## src/rtl/wrb_pkg.sv

```systemverilog
package wrb_pkg;

    localparam logic [3:0] CMD_MW  = 4'b0111;
    localparam logic [3:0] CMD_MWI = 4'b1111;
    localparam logic [3:0] CMD_MWB = 4'b1111;

    typedef enum logic [1:0] {
        ST_IDLE  = 2'd0,
        ST_ISSUE = 2'd1,
        ST_WAIT  = 2'd2
    } wrb_state_e;

    typedef struct packed {
        logic [7:0] line_words;
        logic       inval_en;
        logic       pcix;
    } wrb_cfg_t;

    function automatic logic line_words_ok(input logic [7:0] w);
        return (w == 8'd1) || (w == 8'd2) || (w == 8'd4) ||
               (w == 8'd8) || (w == 8'd16) || (w == 8'd32);
    endfunction

    // Byte mask of the offset inside a line; zero when the size is unusable.
    function automatic logic [7:0] line_mask(input logic [7:0] w);
        logic [7:0] bytes;
        bytes = {w[5:0], 2'b00};
        return line_words_ok(w) ? (bytes - 8'd1) : 8'd0;
    endfunction

    function automatic logic inval_allowed(input wrb_cfg_t c);
        return c.inval_en && !c.pcix && line_words_ok(c.line_words);
    endfunction

endpackage

```

## src/rtl/wrb_sizer.sv

```systemverilog
module wrb_sizer
    import wrb_pkg::*;
#(
    parameter int ADDR_W = 32,
    parameter int CNT_W  = 16,
    parameter int LEN_W  = 12
) (
    input  logic [ADDR_W-1:0] addr_i,
    input  logic [CNT_W-1:0]  rem_i,
    input  logic [LEN_W-1:0]  cap_i,
    input  wrb_cfg_t          cfg_i,
    output logic [3:0]        cmd_o,
    output logic [LEN_W-1:0]  len_o
);

    logic [7:0]       mask;
    logic [7:0]       offs;
    logic [8:0]       to_bound;
    logic [CNT_W-1:0] cap_e;
    logic [CNT_W-1:0] keep;
    logic [CNT_W-1:0] whole;
    logic [CNT_W-1:0] cap_lines;
    logic [CNT_W-1:0] plain;
    logic [CNT_W-1:0] bound;
    logic [CNT_W-1:0] head;
    logic [CNT_W-1:0] inval;
    logic [CNT_W-1:0] len_full;
    logic             use_inval;

    always_comb begin
        use_inval = inval_allowed(cfg_i);
        mask      = line_mask(cfg_i.line_words);
        offs      = addr_i[7:0] & mask;
        to_bound  = {1'b0, mask} + 9'd1 - {1'b0, offs};
        cap_e     = (cap_i == '0) ? CNT_W'(1) : CNT_W'(cap_i);
        keep      = ~CNT_W'(mask);
        whole     = rem_i & keep;
        cap_lines = cap_e & keep;
        plain     = (rem_i < cap_e) ? rem_i : cap_e;
        bound     = CNT_W'(to_bound);
        head      = (plain < bound) ? plain : bound;
        inval     = (whole < cap_lines) ? whole : cap_lines;

        if (!use_inval) begin
            cmd_o    = cfg_i.pcix ? CMD_MWB : CMD_MW;
            len_full = plain;
        end else if (offs != 8'd0) begin
            cmd_o    = CMD_MW;
            len_full = head;
        end else if ((whole == '0) || (cap_lines == '0)) begin
            cmd_o    = CMD_MW;
            len_full = plain;
        end else begin
            cmd_o    = CMD_MWI;
            len_full = inval;
        end
        len_o = len_full[LEN_W-1:0];
    end

endmodule

```

## src/rtl/wrb_cursor.sv

```systemverilog
module wrb_cursor
    import wrb_pkg::*;
#(
    parameter int ADDR_W = 32,
    parameter int CNT_W  = 16,
    parameter int LEN_W  = 12
) (
    input  logic              clk,
    input  logic              rst,
    input  logic              load_i,
    input  logic              adv_i,
    input  logic [ADDR_W-1:0] start_addr_i,
    input  logic [CNT_W-1:0]  count_i,
    input  logic [LEN_W-1:0]  cap_i,
    input  wrb_cfg_t          cfg_i,
    input  logic [LEN_W-1:0]  len_i,
    output logic [ADDR_W-1:0] addr_o,
    output logic [CNT_W-1:0]  rem_o,
    output logic [LEN_W-1:0]  cap_o,
    output wrb_cfg_t          cfg_o,
    output logic              last_o
);

    logic [ADDR_W-1:0] addr_q;
    logic [CNT_W-1:0]  rem_q;
    logic [LEN_W-1:0]  cap_q;
    wrb_cfg_t          cfg_q;

    always_ff @(posedge clk) begin
        if (rst) begin
            addr_q <= '0;
            rem_q  <= '0;
            cap_q  <= '0;
            cfg_q  <= '0;
        end else if (load_i) begin
            addr_q <= start_addr_i;
            rem_q  <= count_i;
            cap_q  <= cap_i;
            cfg_q  <= cfg_i;
        end else if (adv_i) begin
            addr_q <= addr_q + ADDR_W'(len_i);
            rem_q  <= rem_q - CNT_W'(len_i);
        end
    end

    assign addr_o = addr_q;
    assign rem_o  = rem_q;
    assign cap_o  = cap_q;
    assign cfg_o  = cfg_q;
    assign last_o = (rem_q == CNT_W'(len_i));

    // an advance never consumes more than what remains, nor nothing
    p_adv_within_r10: assert property (@(posedge clk) disable iff (rst)
        adv_i |-> (CNT_W'(len_i) <= rem_q) && (len_i != '0));

endmodule

```

## src/rtl/wrb_ctrl.sv

```systemverilog
module wrb_ctrl
    import wrb_pkg::*;
(
    input  logic clk,
    input  logic rst,
    input  logic start_i,
    input  logic count_zero_i,
    input  logic desc_ready_i,
    input  logic burst_done_i,
    input  logic last_i,
    output logic load_o,
    output logic adv_o,
    output logic desc_valid_o,
    output logic busy_o,
    output logic done_o
);

    wrb_state_e state_q, state_d;
    logic       done_q, done_d;

    always_comb begin
        state_d = state_q;
        done_d  = 1'b0;
        load_o  = 1'b0;
        adv_o   = 1'b0;
        unique case (state_q)
            ST_IDLE: begin
                if (start_i) begin
                    if (count_zero_i) begin
                        done_d = 1'b1;
                    end else begin
                        load_o  = 1'b1;
                        state_d = ST_ISSUE;
                    end
                end
            end
            ST_ISSUE: begin
                if (desc_ready_i) state_d = ST_WAIT;
            end
            ST_WAIT: begin
                if (burst_done_i) begin
                    adv_o = 1'b1;
                    if (last_i) begin
                        state_d = ST_IDLE;
                        done_d  = 1'b1;
                    end else begin
                        state_d = ST_ISSUE;
                    end
                end
            end
            default: state_d = ST_IDLE;
        endcase
    end

    always_ff @(posedge clk) begin
        if (rst) begin
            state_q <= ST_IDLE;
            done_q  <= 1'b0;
        end else begin
            state_q <= state_d;
            done_q  <= done_d;
        end
    end

    assign desc_valid_o = (state_q == ST_ISSUE);
    assign busy_o       = (state_q != ST_IDLE);
    assign done_o       = done_q;

    // an empty job completes at once without presenting anything
    p_zero_job_r2: assert property (@(posedge clk) disable iff (rst)
        (start_i && !busy_o && count_zero_i) |=> (done_o && !desc_valid_o));

    // an accepted descriptor is withdrawn on the following cycle
    p_drop_after_accept_r9: assert property (@(posedge clk) disable iff (rst)
        (desc_valid_o && desc_ready_i) |=> !desc_valid_o);

    // completion before acceptance leaves the descriptor presented
    p_early_done_ignored_r9: assert property (@(posedge clk) disable iff (rst)
        (desc_valid_o && !desc_ready_i && burst_done_i) |=> desc_valid_o);

    // a start during a job never reloads the cursor
    p_start_ignored_r11: assert property (@(posedge clk) disable iff (rst)
        busy_o |-> !load_o);

endmodule

```

## src/rtl/dma_wr_burst_planner.sv

```systemverilog
module dma_wr_burst_planner
    import wrb_pkg::*;
#(
    parameter int ADDR_W = 32,
    parameter int CNT_W  = 16,
    parameter int LEN_W  = 12
) (
    input  logic              clk,
    input  logic              rst,
    input  logic              start_i,
    input  logic [ADDR_W-1:0] start_addr_i,
    input  logic [CNT_W-1:0]  byte_count_i,
    input  logic [7:0]        line_words_i,
    input  logic              inval_en_i,
    input  logic              pcix_mode_i,
    input  logic [LEN_W-1:0]  burst_cap_i,
    output logic              desc_valid_o,
    input  logic              desc_ready_i,
    output logic [3:0]        desc_cmd_o,
    output logic [ADDR_W-1:0] desc_addr_o,
    output logic [LEN_W-1:0]  desc_len_o,
    input  logic              burst_done_i,
    output logic              busy_o,
    output logic              done_o
);

    localparam int MIN_CNT_W = (LEN_W > 9) ? LEN_W : 9;

    wrb_cfg_t          cfg_in;
    wrb_cfg_t          cfg_cur;
    logic [ADDR_W-1:0] cur_addr;
    logic [CNT_W-1:0]  cur_rem;
    logic [LEN_W-1:0]  cur_cap;
    logic [LEN_W-1:0]  plan_len;
    logic [3:0]        plan_cmd;
    logic              load, adv, last;

    generate
        if (CNT_W < MIN_CNT_W || ADDR_W < 8) begin : g_bad_widths
            initial $error("CNT_W must be at least max(LEN_W,9), ADDR_W at least 8");
        end
    endgenerate

    assign cfg_in = '{line_words: line_words_i, inval_en: inval_en_i, pcix: pcix_mode_i};

    wrb_ctrl u_ctrl (
        .clk          (clk),
        .rst          (rst),
        .start_i      (start_i),
        .count_zero_i (byte_count_i == '0),
        .desc_ready_i (desc_ready_i),
        .burst_done_i (burst_done_i),
        .last_i       (last),
        .load_o       (load),
        .adv_o        (adv),
        .desc_valid_o (desc_valid_o),
        .busy_o       (busy_o),
        .done_o       (done_o)
    );

    wrb_cursor #(.ADDR_W(ADDR_W), .CNT_W(CNT_W), .LEN_W(LEN_W)) u_cursor (
        .clk          (clk),
        .rst          (rst),
        .load_i       (load),
        .adv_i        (adv),
        .start_addr_i (start_addr_i),
        .count_i      (byte_count_i),
        .cap_i        (burst_cap_i),
        .cfg_i        (cfg_in),
        .len_i        (plan_len),
        .addr_o       (cur_addr),
        .rem_o        (cur_rem),
        .cap_o        (cur_cap),
        .cfg_o        (cfg_cur),
        .last_o       (last)
    );

    wrb_sizer #(.ADDR_W(ADDR_W), .CNT_W(CNT_W), .LEN_W(LEN_W)) u_sizer (
        .addr_i (cur_addr),
        .rem_i  (cur_rem),
        .cap_i  (cur_cap),
        .cfg_i  (cfg_cur),
        .cmd_o  (plan_cmd),
        .len_o  (plan_len)
    );

    assign desc_cmd_o  = plan_cmd;
    assign desc_addr_o = cur_addr;
    assign desc_len_o  = plan_len;

    // descriptor contents stay put while waiting for acceptance
    p_hold_fields_r9: assert property (@(posedge clk) disable iff (rst)
        (desc_valid_o && !desc_ready_i) |=>
            (desc_valid_o && $stable({desc_cmd_o, desc_addr_o, desc_len_o})));

    // a presented burst is never longer than the latched cap
    p_len_capped_r8: assert property (@(posedge clk) disable iff (rst)
        desc_valid_o |-> (desc_len_o != '0) &&
            ((cur_cap == '0) ? (desc_len_o == LEN_W'(1)) : (desc_len_o <= cur_cap)));

    // invalidate bursts in PCI mode start on a line and cover whole lines
    p_inval_shape_r6: assert property (@(posedge clk) disable iff (rst)
        (desc_valid_o && !cfg_cur.pcix && cfg_cur.inval_en &&
         line_words_ok(cfg_cur.line_words) && desc_cmd_o == CMD_MWI) |->
            (((desc_addr_o[7:0] | desc_len_o[7:0]) & line_mask(cfg_cur.line_words)) == 8'd0));

    // without invalidate permission PCI mode only uses the plain write code
    p_plain_only_r3: assert property (@(posedge clk) disable iff (rst)
        (desc_valid_o && !cfg_cur.pcix && !cfg_cur.inval_en) |-> (desc_cmd_o == CMD_MW));

    // PCI-X mode uses the block-write code throughout
    p_pcix_block_r4: assert property (@(posedge clk) disable iff (rst)
        (desc_valid_o && cfg_cur.pcix) |-> (desc_cmd_o == CMD_MWB));

endmodule

```

## config.mk

```make
export PLATFORM = sky130hd
export DESIGN_NAME = dma_wr_burst_planner
export DESIGN_NICKNAME = d
export VERILOG_FILES = /design/src/rtl/wrb_pkg.sv /design/src/rtl/wrb_sizer.sv /design/src/rtl/wrb_cursor.sv /design/src/rtl/wrb_ctrl.sv /design/src/rtl/dma_wr_burst_planner.sv
export SDC_FILE = /design/constraint.sdc
export NUM_CORES = 1
export LEC_CHECK = 0
export CELL_PAD_IN_SITES_DETAIL_PLACEMENT = 0
export CELL_PAD_IN_SITES_GLOBAL_PLACEMENT = 1
export CORE_AREA = 2 2 122 124
export CTS_CLUSTER_SIZE = 25
export DETAILED_ROUTE_END_ITERATION = 10
export DIE_AREA = 0 0 124 126
export DONT_BUFFER_PORTS = 1
export PLACE_DENSITY_LB_ADDON = 0.1
export RECOVER_POWER = 100
export SETUP_SLACK_MARGIN = 0.15
export SLEW_MARGIN = 20
export SYNTH_ARGS = -nofsm -noshare
export SYNTH_HDL_FRONTEND = slang
export SYNTH_HIERARCHICAL = 1
export SYNTH_SLANG_ARGS = --single-unit
```

## constraint.sdc

```tcl
create_clock -name clk -period 6.7 [get_ports clk]
set_input_delay 0.335 -clock clk [delete_from_list [all_inputs] [get_ports clk]]
set_output_delay 0.335 -clock clk [all_outputs]
set_load 0.01 [all_outputs]
```

Word level (Yosys, flattened, before mapping):

Index checks and enable logic that the tools add are counted.

* register bits after elaboration: 73
* latch bits: 0
* RAM bits: 0
* bits in read-only memories: 0
* bits of input ports: 75
* output and inout port bits: 51
* memories kept: 0

* add/subtract/negate cells: 5
* multiply operators: 0
* div/mod/pow operators: 0
* magnitude comparators: 3
* eq/ne operators: 13
* shift-type cells: 0
* mux-type cells: 32
* bitwise operators: 4
* reductions and logical operators: 18

Operator list (number)
* $mux 12: 6
* $mux 32: 2
* $logic_not 16->1: 3
* $mux 16: 3
* $add 32x12->32: 1
* $lt 16x16->1: 2
* $and 12x16->16: 1
* $and 16x16->16: 1
* $eq 16x12->1: 1
* $lt 16x9->1: 1
* $mux 4: 4
* $not 8->16: 1
* $sub 16x12->16: 1
* $logic_not 12->1: 1
* $mux 1: 10
* $add 8x1->9 const B: 1
* $sub 9x8->9: 1
* $and 8x8->8: 1
* $eq 8x1->1 const B: 1
* $eq 8x2->1 const B: 1
* $eq 8x3->1 const B: 1
* $eq 8x4->1 const B: 1
* $eq 8x5->1 const B: 1
* $eq 8x6->1 const B: 1
* 16 further kinds: 28

Logic depth before layout (Yosys ltp):

Gate-level depths: netlist of the first run.

* depth after elaboration: 18
* gate-level depth with buffers: 33
* mapped depth without buffers: 32

Hierarchy:

Netlist of the first run, hierarchy kept.

By module, submodules not included
* wrb_cursor: instances 1, cells an instance 539, area each 4494.3 µm²
* wrb_sizer: instances 1, cells an instance 292, area each 2054.5 µm²
* wrb_ctrl: instances 1, cells an instance 18, area each 187.7 µm²
* dma_wr_burst_planner: instances 1, cells an instance 5, area each 33.8 µm²

Worst setup path after synthesis of the first run:

No wires, ideal clock.

* path kind: flip-flop to flip-flop
* from: reg u_cursor.cfg_q (netlist bit u_cursor/cfg_o[2])
* to: reg u_cursor.addr_q[20] (netlist: u_cursor/addr_o[20])
* library setup time: 103 ps
* data arrival time: 6197 ps
* required time: 6597 ps
* slack: 400 ps
* stages on the path, launching flop included: 33
* path buffers: 2
* path through: dfxtp_1 -> inv_1 -> ha_1 -> or4_1 -> nand4_2 -> and2_4 -> buf_6 -> nor2_1 -> ha_1 -> inv_1 -> fa_1 -> inv_1 -> a21oi_1 -> o21bai_1 -> a21o_1 -> a21oi_1 -> xor2_1 -> ha_1 -> nand4_1 -> nor2_1 -> o41a_1 -> nand2_1 -> a2111oi_4 -> nor2_1 -> a211oi_1 -> ha_1 -> a21oi_2 -> o211a_1 -> or3_1 -> buf_6 -> a21oi_1 -> a311oi_1 -> a2111oi_2

* cells in the longest elaborated chain, start to end: 17
* elaborated cells between the ends (all ways): 34

Ends and longest elaborated chain
* from (decl): line wrb_cursor.sv:27 `wrb_cfg_t cfg_q;`
* from (signal assigned): line wrb_cursor.sv:39 `cfg_q <= cfg_i;`
* branches (longest 13 deep; another with $lt 16x9->1)
* $mux 12 *: line wrb_sizer.sv:44 `if (!use_inval) begin`
* net desc_len_o[2]: line dma_wr_burst_planner.sv:21 `output logic [LEN_W-1:0] desc_len_o,`
* $add 32x12->32 *: line wrb_cursor.sv:41 `addr_q <= addr_q + ADDR_W'(len_i);`
* $mux 32 *: line wrb_cursor.sv:40 `end else if (adv_i) begin`
* $mux 32 *: line wrb_cursor.sv:35 `end else if (load_i) begin`
* to (signal assigned): line wrb_cursor.sv:36 `addr_q <= start_addr_i;`
* to (signal assigned): line wrb_cursor.sv:41
* to (decl): line wrb_cursor.sv:24 `logic [ADDR_W-1:0] addr_q;`

Mark *: on every way through the listed nets, which the timed path passes. The select of a mux whose other input is x is not followed.
A chain may end at the register's enable or synchronous reset.

Final worst setup path of the first run:

* from: reg u_cursor.cfg_q (netlist bit u_cursor/cfg_o[2])
* to: reg u_cursor.addr_q[20] (netlist: u_cursor/addr_o[20])

* cells in the longest elaborated chain, start to end: 17
* elaborated cells between the ends (all ways): 34

Ends and longest elaborated chain (line)
* branches (longest 13 deep; another with $lt 16x9->1)
* $mux 12 *: wrb_sizer.sv:44
* $add 32x12->32 *: wrb_cursor.sv:41
* $mux 32 *: wrb_cursor.sv:40
* $mux 32 *: wrb_cursor.sv:35

Every way passes the cells marked *. The select of a mux whose other input is x is not followed.

==> results.toml, run 1 <==
[die]
dieArea_um2 = 15600
num_io_pins = 126
fp.coreArea_um2 = 14300
die_h_um = 126
fp.dieW_um = 124
rows = 44
start_util_pct = 47.3

[global_route]
gr-total-overflow = 0
grt_max_degree = 75
grt.total_usage_pct = 28.4
antenna_found_initial = 0
grt_pass1_vias = 6394
grt_first_pass_wirelength_mm = 34.2

[sta]
finalSetupViolCount = 0
skew_ps = 6.37
slew_viol_final = 58
final.min_clock_period_ps = 6360
fin_crit_sh_pct = 95.0
worst_pin_slew_ps = 3280
rsz0062_at_grt = "true"
hold_viol_final = 0
max_freq_mhz = 157
relSlewSlack_pct = -119

[outcome]
violations = "max-capacitance violations, max-slew violations"
status = "complete, but fails checks"

[critical_path]
path_class = "reg -> reg"
critical_path_buf_inv_count = 4
cp-start-kind = "flop"
cp_slowest_cell = "or3_4"
crit_family = "compound AO/OA/AOI/OAI gates"
critPathMaxFanout = 8
crit_top_cell = "a21oi_2"
cpPeakStageDelay_ps = 440
required_ps = 6940
arrival_ps = 6600
endpoint_kind = "flop"

[yosys]
async_reset_ff_share_pct = 0
synthXorXnorAreaFrac_pct = 5.82
synth_top_family_by_area = "compound AO/OA/AOI/OAI gates"
muxShareOfSynthArea_pct = 5.21
synth_seq_cells = 73
yosys_most_used_dff = "dfxtp_1"
avgSynthCellArea_um2 = 7.93
yosysWarnings = 6
netlist_instances = 854
synthSimpleGateAreaFrac_pct = 22.3
synth_fa_ha_area_share_pct = 12.2
synth_area_um2 = 6770
yosysUniqueCellTypes = 92
synth-edff-count = 0
yosysSeqAreaShare_pct = 21.6
synth_compound_area_share_pct = 27.2

[finish]
fin_util_pct = 55.3
diodes = 0
final_cell_area_um2 = 7920
final_cell_mix = "nor2_1 (106), dfxtp_1 (71), buf_4 (58)"
syn2layout_area_growth_pct = 16.9
final_nets = 1030
drive_above_1_share_pct = 18.1
layout_commonest_cell = "nor2_1"
final_cells = 1080

[power_and_ir_drop]
cellPowerDensity_nw_per_um2 = 274
ir_drop_mv = 0.138
p_leak_nw = 3.13

[clocking]
path_clk_slew_ps = 60
insertion_delay_ps = 350
root_buffer = "clkbuf_16"
h-tree-depth = 3
postCtsHoldBufs = 0
cts_tree = "built"
cts.sinks = 73
cts_buffers = 9
cts.path.max_buffers = 2

[detailed_routing]
drc = 0
vias = 6668
final_antenna_net_count = 0
wl_per_cell_um = 20.7
drt_pass1_iterations = 5
totalWireLength_mm = 22.4
initialDrtViolationCount = 505
via_per_inst = 6.17

[placement]
place_area_um2 = 7190
portBuffers = 0
dp_cells = 1049
dp_hpwl_mm = 17.1
gp_congestion = 0.980

[job]
cap_violations = 1

[worst_hold_path]
hold_path.class = "in -> reg"
==> final cells by class <==
| type | count | area [um2] |
|---|---|---|
| multi-input cells | 692 | 5230 |
| inverters | 54 | 203 |
| clock buffers | 11 | 233 |
| clock inverters | 5 | 104 |
| repair buffers | 61 | 454 |
| flip-flops and latches | 73 | 1460 |
| fillers | 1387 | 6400 |
| well taps | 184 | 230 |
==> state kept, by name, summed over array words and instances (netlist names) <==
register and flops:
u_cursor/addr_o 32, u_cursor/cap_o 12, u_cursor/rem_o 16, u_ctrl/state_q 2
u_ctrl/done_o 1, u_cursor/cfg_o 10
==> repair_timing <==
action                     CTS  global route
setup endpoints to repair   14            40
pin swaps                    2            31
gates resized for setup      5            59
setup buffers                2            13
==> through the flow <==
stage          hold WS, ps  power [mW]  setup WS [ps]  setup TNS [ps]
2_1_floorplan          397        1.22            400               0
3_3_place_gp           405        1.48           36.7               0
3_5_place_dp           406        1.48          -19.6           -19.6
4_1_cts               38.3        2.06            124               0
5_1_grt               41.5        2.30           8.74               0
6_report              55.2        2.17            338               0
==> report_power, final <==
group / switching (mW) / leakage (nW) / internal [mW]
combinational: 0.602 / 2.36 / 0.463
clock: 0.199 / 0.164 / 0.364
sequential: 0.0662 / 0.604 / 0.472
total: 0.868 / 3.13 / 1.30
==> cells by family after synthesis <==
kind of cell               count (synthesis)
AOI/OAI and AO/OA                        252
xor gates and xnor gates                  45
adders and majority gates                 64
buffers and inverters                     92
DFF                                       73
muxes                                     35
other                                      2
and+or+nand+nor                          291
==> worst reg2reg max path: cells and delay by family (launching register included) <==
kind                       cells  cell delay [ps]
AOI/OAI and AO/OA             14             2640
adders and majority gates      5             1110
and+or+nand+nor                7             1520
xor gates and xnor gates       1              220
DFF                            1              320
buffers and inverters          4              420
==> path summary, 6_finish.rpt <==
| check | startpoint | to | slack (ps) | cells after the start |
|---|---|---|---|---|
| worst min register to register | u_cursor/cfg_o[1] | u_cursor/cfg_o[1] | 500 | 2 |
| worst min-delay path | rst | u_ctrl/state_q[1] | 60 | 1 |
| worst max register to register | u_cursor/cfg_o[2] | u_cursor/addr_o[20] | 340 | 31 |
| worst max-delay path | u_cursor/cfg_o[2] | u_cursor/addr_o[20] | 340 | 31 |
==> routing by layer <==
metal | global-route usage, % | up-vias | routed length (um)
li1 | - | 3213 | -
met1 | 36.0 | 3191 | 9490
met2 | 46.4 | 226 | 10500
met3 | 7.25 | 38 | 1780
met4 | 10.0 | 0 | 680
met5 | 0 | - | 0
==> synthesized netlist by cell type, types with 4 or more instances <==
cell type	count	area share, %
a21oi_1	62	4.6
a21o_1	17	1.9
xor2_1	11	1.4
ha_1	61	11
or3_1	9	0.83
or4_1	5	0.55
buf_2	6	0.44
and3_1	10	0.92
nor4_1	9	0.83
a211oi_1	50	5.5
o211ai_1	6	0.67
o31a_1	4	0.52
and4_1	6	0.78
inv_1	52	2.9
o21ai_0	28	2.1
nand2b_1	10	0.92
nand2_1	48	2.7
nor3_1	11	0.81
xnor2_1	34	4.4
o21bai_1	12	1.3
a31oi_1	5	0.46
clkbuf_1	24	1.3
mux2i_1	33	4.9
or2_2	9	0.83
dfxtp_1	73	22
and2_1	5	0.46
nor2b_1	9	0.83
nand4_1	9	0.83
o21a_1	6	0.67
nand3_1	19	1.4
nor2_1	107	5.9
No activity file was read; power rests on OpenSTA's default activity.
==> run 2: changes to the inputs <==
Settings changed: CORE_AREA 2 2 122 124 to 2 2 120 122, DIE_AREA 0 0 124 126 to 0 0 122 124.
Clock period 6.7 ns to 8.2 ns, I/O delays scaled along.
==> results.toml, run 2 (same netlist as run 1, synthesis figures left out) <==
[outcome]
status = "complete, but fails checks"
violations = "max-capacitance violations, max-slew violations"

[sta]
slew_viol_final = 59
relSlewSlack_pct = -121
worst_pin_slew_ps = 3310
max_freq_mhz = 135
fin_ws_ps = 783
finalSetupViolCount = 0
skew_ps = 7.25
hold_viol_final = 0
rsz0062_at_grt = "false"
hold_slack_ps = 128
final.min_clock_period_ps = 7420
fin_crit_sh_pct = 90.4
setup_tns_ps = 0

[global_route]
grt_pass1_vias = 6250
antenna_found_initial = 0
grt_first_pass_wirelength_mm = 33.6
busiest_layer = "met2"
use_met3_pct = 6.73
grt_max_degree = 75
gr-total-overflow = 0
grt_use_met1_pct = 36.0
use_met2_pct = 47.2
grt.total_usage_pct = 28.7

[placement]
gp_congestion = 0.926
dp_hpwl_mm = 16.3
portBuffers = 0
dp_cells = 1006
pre_cts_slack_ps = 1050

[detailed_routing]
drc = 0
totalWireLength_mm = 21.4
vias = 6423
via_per_inst = 6.28
final_antenna_net_count = 0
wl_per_cell_um = 20.9
initialDrtViolationCount = 579
drt_pass1_iterations = 7

[critical_path]
cpPeakStageDelay_ps = 530
cp-start-kind = "flop"
required_ps = 8460
path_class = "reg -> reg"
arrival_ps = 7680
crit_top_cell = "ha_1"
critPathMaxFanout = 11
endpoint_kind = "flop"
cp_slowest_cell = "a2111oi_4"

[clocking]
cts_tree = "built"
root_buffer = "clkbuf_16"
h-tree-depth = 3
postCtsSetupBuffers = 0
cts.sinks = 73
insertion_delay_ps = 350
cts_resized = 0
postCtsHoldBufs = 0
path_clk_slew_ps = 60
cts.path.max_buffers = 2
cts_buffers = 9

[power_and_ir_drop]
cellPowerDensity_nw_per_um2 = 218
ir_drop_mv = 0.116
p_leak_nw = 2.76

[die]
dieArea_um2 = 15100
rows = 43
die_h_um = 124
num_io_pins = 126
fp.dieW_um = 122
fp.coreArea_um2 = 13700
start_util_pct = 49.3

[finish]
num-fill-cells = 1351
final-seq-area_um2 = 1460
layout_commonest_cell = "nor2_1"
largest_reg_flops = 32
final_cell_mix = "nor2_1 (107), dfxtp_1 (73), a21oi_1 (63)"
syn2layout_area_growth_pct = 4.81
final_cells = 1022
final_nets = 976
drive_above_1_share_pct = 6.06
diodes = 0
multi_input_area_um2 = 4900
fin_util_pct = 51.7

[job]
cap_violations = 1

[worst_hold_path]
hold_path.class = "in -> reg"
==> run 2: changes by cell type in the layout (fill, tap and decap cells not counted), moves of 4 or more <==
cell | previous run | this run
ha_4 | 5 | 0
a211oi_2 | 8 | 3
a211oi_1 | 45 | 50
ha_2 | 6 | 0
ha_1 | 50 | 61
a2111oi_0 | 0 | 5
a21oi_2 | 13 | 1
clkinvlp_4 | 0 | 4
buf_4 | 58 | 1
a21oi_1 | 51 | 63
==> run 2: cell type report <==
class	count	area share, %
clock inverter	6	0.617
sequential	73	20.6
clock buffer	10	3.23
inverter	54	2.86
multi-input combinational	692	69.1
timing repair buffer	7	0.423
tap	180	3.17
==> run 2: routing by layer <==
metal / up-vias / wire length [um] / share of wire (%)
met3: 44 / 1430 / 6.7
li1: 3098 / - / -
met1: 3041 / 9390 / 44
met4: 0 / 683 / 3.2
met5: - / 0 / 0
met2: 240 / 9900 / 46
==> run 2: path summary, 6_finish.rpt <==
path                startpoint             endpoint  slack [ps]  cells after the start
max          u_cursor/cfg_o[2]  u_cursor/addr_o[27]         780                     31
min                        rst    u_ctrl/state_q[1]         130                      1
max reg2reg  u_cursor/cfg_o[2]  u_cursor/addr_o[27]         780                     31
min reg2reg  u_cursor/cfg_o[1]    u_cursor/cfg_o[1]         500                      2
==> run 2: stage by stage <==
step	total power, mW	area (um2)
floorplan	1.00	6780
detailed placement	1.17	6890
finish	1.55	7100
CTS	1.55	7160
global route	1.65	7100
global placement	1.16	6890
==> run 2: critical path: cells and delay by family, from the launching register on <==
family / cells / cell delay, ps
adders and majority gates: 5 / 1270
xor gates and xnor gates: 2 / 310
buffers and inverters: 4 / 510
AOI/OAI and AO/OA: 12 / 3250
DFF: 1 / 410
and+or+nand+nor: 8 / 1550
==> run 2: report_power, final <==
group,leakage (nW),switching [mW],internal [mW]
Clock,0.121,0.167,0.205
Combinational,2.04,0.443,0.290
Sequential,0.603,0.0583,0.386
